`src/rtl/pm_pkg.sv`:
```
package pm_pkg;
  typedef enum logic [1:0] {
    EV_TICK  = 2'b00,
    EV_SMALL = 2'b01,
    EV_LARGE = 2'b10,
    EV_RSVD  = 2'b11
  } pm_event_e;
endpackage

```
`src/rtl/pm_decode.sv`:
```
module pm_decode
  import pm_pkg::*;
(
  input  logic       clk,
  input  logic       rst_n,
  input  logic       ev_valid,
  input  logic [1:0] ev_code,
  output logic       en_tick,
  output logic       en_small,
  output logic       en_large
);
  always_comb begin
    en_tick  = 1'b0;
    en_small = 1'b0;
    en_large = 1'b0;
    if (ev_valid) begin
      unique case (pm_event_e'(ev_code))
        EV_SMALL: en_small = 1'b1;
        EV_LARGE: en_large = 1'b1;
        default:  en_tick  = 1'b1;  // tick and reserved
      endcase
    end
  end

  // exactly one action per event, none without one
  p_one_action_r9: assert property (@(posedge clk) disable iff (!rst_n)
    ev_valid |-> $onehot({en_tick, en_small, en_large}));
  p_no_action_r8: assert property (@(posedge clk) disable iff (!rst_n)
    !ev_valid |-> ({en_tick, en_small, en_large} == 3'b000));
endmodule

```
`src/rtl/pm_counter.sv`:
```
module pm_counter #(
  parameter int SMALL_MIN = 5,
  parameter int LARGE_MIN = 25,
  parameter int MAX_MIN   = 60,
  parameter int W         = $clog2(MAX_MIN + 1)
) (
  input  logic         clk,
  input  logic         rst_n,
  input  logic         en_tick,
  input  logic         en_small,
  input  logic         en_large,
  output logic [W-1:0] count_q,
  output logic [W-1:0] count_d
);
  localparam int SW = W + 1;
  localparam logic [SW-1:0] MAX_S   = SW'(MAX_MIN);
  localparam logic [SW-1:0] SMALL_S = SW'(SMALL_MIN);
  localparam logic [SW-1:0] LARGE_S = SW'(LARGE_MIN);

  logic [SW-1:0] sum;
  logic          en_any;

  assign en_any = en_tick | en_small | en_large;

  always_comb begin
    sum     = {1'b0, count_q} + (en_large ? LARGE_S : SMALL_S);
    count_d = count_q;
    if (en_small || en_large) begin
      count_d = (sum > MAX_S) ? MAX_S[W-1:0] : sum[W-1:0];
    end else if (en_tick) begin
      count_d = (count_q == '0) ? '0 : count_q - 1'b1;
    end
  end

  always_ff @(posedge clk or negedge rst_n) begin
    if (!rst_n)      count_q <= '0;
    else if (en_any) count_q <= count_d;
  end

  p_cap_r6: assert property (@(posedge clk) disable iff (!rst_n)
    en_any |=> ({1'b0, count_q} <= MAX_S));
  p_tick_dec_r4: assert property (@(posedge clk) disable iff (!rst_n)
    (en_tick && count_q != '0) |=> (count_q == $past(count_q) - 1'b1));
  p_tick_floor_r5: assert property (@(posedge clk) disable iff (!rst_n)
    (en_tick && count_q == '0) |=> (count_q == '0));
  p_stutter_r8: assert property (@(posedge clk) disable iff (!rst_n)
    !en_any |=> $stable(count_q));
endmodule

```
`src/rtl/pm_report.sv`:
```
module pm_report #(
  parameter int W = 6
) (
  input  logic         clk,
  input  logic         rst_n,
  input  logic         ev_valid,
  input  logic [W-1:0] count_d,
  output logic         out_valid,
  output logic         out_safe
);
  logic safe_d;

  always_comb begin
    safe_d = out_safe;
    if (ev_valid) safe_d = (count_d != '0);
  end

  always_ff @(posedge clk or negedge rst_n) begin
    if (!rst_n) begin
      out_valid <= 1'b0;
      out_safe  <= 1'b0;
    end else begin
      out_valid <= ev_valid;
      out_safe  <= safe_d;
    end
  end

  p_latency_r9: assert property (@(posedge clk) disable iff (!rst_n)
    ev_valid |=> out_valid);
  p_absent_r8: assert property (@(posedge clk) disable iff (!rst_n)
    !ev_valid |=> (!out_valid && $stable(out_safe)));
endmodule

```
`src/rtl/parking_meter.sv`:
```
module parking_meter #(
  parameter int SMALL_MIN = 5,
  parameter int LARGE_MIN = 25,
  parameter int MAX_MIN   = 60
) (
  input  logic       clk,
  input  logic       rst_n,
  input  logic       ev_valid,
  input  logic [1:0] ev_code,
  output logic       out_valid,
  output logic       out_safe
);
  localparam int W = $clog2(MAX_MIN + 1);

  logic [1:0]   rst_sync;
  logic         rst_n_s;
  logic         en_tick, en_small, en_large;
  logic [W-1:0] count_q, count_d;

  // asynchronous assertion, synchronous release
  always_ff @(posedge clk or negedge rst_n) begin
    if (!rst_n) rst_sync <= 2'b00;
    else        rst_sync <= {rst_sync[0], 1'b1};
  end
  assign rst_n_s = rst_sync[1];

  pm_decode u_decode (
    .clk      (clk),
    .rst_n    (rst_n_s),
    .ev_valid (ev_valid),
    .ev_code  (ev_code),
    .en_tick  (en_tick),
    .en_small (en_small),
    .en_large (en_large)
  );

  pm_counter #(
    .SMALL_MIN (SMALL_MIN),
    .LARGE_MIN (LARGE_MIN),
    .MAX_MIN   (MAX_MIN),
    .W         (W)
  ) u_counter (
    .clk      (clk),
    .rst_n    (rst_n_s),
    .en_tick  (en_tick),
    .en_small (en_small),
    .en_large (en_large),
    .count_q  (count_q),
    .count_d  (count_d)
  );

  pm_report #(.W(W)) u_report (
    .clk       (clk),
    .rst_n     (rst_n_s),
    .ev_valid  (ev_valid),
    .count_d   (count_d),
    .out_valid (out_valid),
    .out_safe  (out_safe)
  );

  // nothing reported while held in reset
  always_comb begin
    if (!rst_n_s) p_reset_quiet_r1: assert (!out_valid || $isunknown(out_valid));
  end
endmodule

```
`config.mk`:
```
export PLATFORM = sky130hd
export DESIGN_NAME = parking_meter
export DESIGN_NICKNAME = d
export VERILOG_FILES = /design/src/rtl/pm_pkg.sv /design/src/rtl/pm_decode.sv /design/src/rtl/pm_counter.sv /design/src/rtl/pm_report.sv /design/src/rtl/parking_meter.sv
export SDC_FILE = /design/constraint.sdc
export NUM_CORES = 1
export LEC_CHECK = 0
export BUFFER_PORTS_ARGS = -buffer_cell sky130_fd_sc_hd__buf_2
export CORE_AREA = 2 2 49 51
export CTS_CLUSTER_DIAMETER = 60
export CTS_CLUSTER_SIZE = 40
export DETAILED_ROUTE_END_ITERATION = 16
export DIE_AREA = 0 0 51 53
export SLEW_MARGIN = 10
export SYNTH_ARGS = -nofsm -noshare
export SYNTH_HDL_FRONTEND = slang
export SYNTH_SLANG_ARGS = --single-unit
export TNS_END_PERCENT = 10
```
`constraint.sdc`:
```
create_clock -name clk -period 0.9 [get_ports clk]
set_input_delay 0.135 -clock clk [delete_from_list [all_inputs] [get_ports clk]]
set_output_delay 0.135 -clock clk [all_outputs]
set_load 0.1 [all_outputs]
```
==> results.txt <==
hold violation count in the final report -> 0
gpl congestion -> 0.908
setup repair after global routing missed its margin -> yes
pre-CTS WS -> -1.26 ns
Crit path required time -> 1.04 ns
Post-Synthesis Cell Area -> 938 µm²
synth cell count leaders -> nand2_1 (11), nor2_1 (11), dfrtp_1 (10), a21oi_1 (7), o21ai_0 (7)
Detailed Place HPWL -> 2150 µm
Die Height -> 53 µm
Critical Path Fanout Max -> 3
Sequential Power Share -> 0.193
failing checks -> setup timing
yosys warns -> 0
largest net degree at the start of global routing -> 16
final WL -> 3050 µm
Tmin final -> 2.15 ns
Final Skew -> 0.00640 ns
Fillers -> 172
row count -> 17
die width -> 51 µm
DR DRC count -> 0
Leak -> 0.000656 µW
die area -> 2700 µm²
largest cells by area after synthesis -> dfrtp_1 (27%), ha_1 (6.7%), nand2_1 (4.4%), nor2_1 (4.4%), a21oi_1 (3.7%)
n_diodes -> 0
critical path class -> register to register
Arr. time, crit path -> 2.28 ns
overall routing resource usage -> 0.241
Cells after Synth -> 121
Cell Pwr Density -> 2960 nW/µm²
register area share after synthesis -> 0.267
Final nets -> 175
final period utilization -> 2.38
P_int -> 2360 µW
worst skew pair latency -> 0.26 ns
asr flop ratio synth -> 1.00
CP endpoint kind -> register
Via density -> 5.86
Peak VDD IR -> 1850 µV
Initial Util -> 0.437
crit start category -> register
clock root cell -> clkbuf_4
clock slew at reported path FFs -> 0.06 ns
grt total ovfl -> 0
area delta synth->final -> 54.4%
Mapped Nets -> 131
switching pwr -> 1930 µW
maxcap violations -> 0
final cell utilization of the core -> 0.674
result of the run -> finished, violations left
number of flops mapped to enable cells by yosys -> 0
post-route ant nets -> 0
1st-iter DRT viols -> 38
max frequency -> 0.466 GHz
sw frac -> 0.450
wire per inst -> 15.9 µm
vias in the first global route -> 1,067
via count -> 1,126
first-pass GRT wire length -> 4850 µm
Port Buffer Count -> 6
Hold Crit Class -> register to asynchronous set/reset pin
Gate power share -> 0.717
initial antenna violation count -> 0
Clk network pwr share -> 0.090
final setup violating endpoints -> 9
biggest area consumer among synthesized cells -> dfrtp_1
Core Area -> 2150 µm²
Ports -> 7
CTS tree -> yes
Main synth FF type -> dfrtp_1
DR pass1 iterations -> 4
Cell variety after synth -> 44
layout cell share with drive strength beyond 1 -> 0.463
post-synth top area share -> 0.267
Num CTS Buffers -> 3
Clock Sinks -> 10
number of synthesized register bits -> 10
Avg Cell Area, Syn -> 7.76 µm²
worst path setup slack after routing -> -1.25 ns
Longest Clk Path Bufs -> 2
final max-slew violation count -> 0
H-tree Lvls -> 1
cell families after synthesis:
family,after synthesis,share of synthesized area
AND/OR/NAND/NOR,46,0.272
flip-flops,10,0.267
buffers and inverters,17,0.0746
other,1,0.00400
multiplexers,2,0.0213
adder cells (fa/ha/maj),5,0.0667
AO/OA/AOI/OAI,40,0.295
state kept, by name (all words and copies together) (netlist names):
| register | count |
|---|---|
| u_counter.count_q | 6 |
| rst_sync | 2 |
| u_report.out_safe | 1 |
| u_report.out_valid | 1 |
per-layer routing:
metal | vias to the layer above | global-route usage | part of all wire
met3 | 10 | 0.0282 | 0.061
met1 | 533 | 0.318 | 0.43
met4 | 0 | 0.117 | 0.026
met5 | - | 0 | 0
met2 | 47 | 0.392 | 0.49
li1 | 536 | - | -
power by group through the flow:
stage               registers [µW]  logic [µW]  clock network, µW
floorplan                      800        1530                  0
global placement               795        2580                  0
detailed placement             800        2610                  0
CTS                            795        2770                400
global route                   838        3310                420
finish                         830        3070                386
cell usage in the layout, fill, tap and decap left out, types with 2 or more instances in the layout:
cell / instances
a21oi_1: 7
a22oi_1: 2
a31oi_2: 2
buf_12: 2
buf_2: 4
buf_4: 41
clkbuf_4: 3
dfrtp_1: 8
dfrtp_2: 2
ha_1: 3
ha_4: 2
inv_1: 4
inv_4: 2
nand2_1: 11
nand3_1: 5
nand4_1: 2
nor2_1: 10
nor3_1: 4
o211a_1: 2
o21ai_0: 4
o21ai_1: 8
per-stage QoR:
step / setup TNS [ns] / hold WS (ns) / cell area (µm²) / total power (µW) / instances
2_1_floorplan: -5.23 / -0.161 / 971 / 2330 / 121
3_3_place_gp: -6.46 / -0.0795 / 1290 / 3370 / 183
3_5_place_dp: -6.72 / -0.0761 / 1290 / 3410 / 183
4_1_cts: -6.40 / 0.135 / 1380 / 3960 / 190
5_1_grt: -6.99 / 0.166 / 1450 / 4570 / 192
6_report: -6.41 / 0.123 / 1450 / 4290 / 192
area by class of cell:
type	count	area, µm²	area share
sequential	10	253	0.174
timing repair buffer	48	378	0.261
clock buffer	4	36.3	0.0250
inverter	8	40.0	0.0276
multi-input combinational	94	707	0.488
tap	28	35.0	0.0242
path summary, 6_finish.rpt:
kind	startpoint	slack, ns	cells after the start	endpoint
worst max-delay path	u_counter.count_q[1]$_DFFE_PN0P_	-1.25	8	u_report.out_safe$_DFFE_PN0P_
worst min-delay path	rst_sync[1]$_DFF_PN0_	0.12	0	u_counter.count_q[3]$_DFFE_PN0P_
worst max register to register	u_counter.count_q[1]$_DFFE_PN0P_	-1.25	8	u_report.out_safe$_DFFE_PN0P_
worst min register to register	rst_sync[1]$_DFF_PN0_	0.12	0	u_counter.count_q[3]$_DFFE_PN0P_
max in group asynchronous	rst_sync[1]$_DFF_PN0_	0.53	0	u_counter.count_q[0]$_DFFE_PN0P_
min in group clk	ev_valid	0.27	2	u_report.out_valid$_DFF_PN0_
worst max-delay path: stages, from the launching register on:
cell       delay, ns
dfrtp_2         0.45
inv_4           0.08
ha_4            0.14
inv_4           0.03
or3_4           0.37
mux2i_2         0.23
a31oi_1         0.15
nand4bb_1       0.22
o32a_1          0.35
what timing repair did:
item | CTS | global route
setup endpoints to repair | 9 | 9
buffers inserted | 2 | 2
resized for setup | 8 | 16
pin swaps | 2 | 5
hold buffers | 1 | 0
endpoints found under the hold margin | 2 | 0
Power figures use the tool's default switching activity.
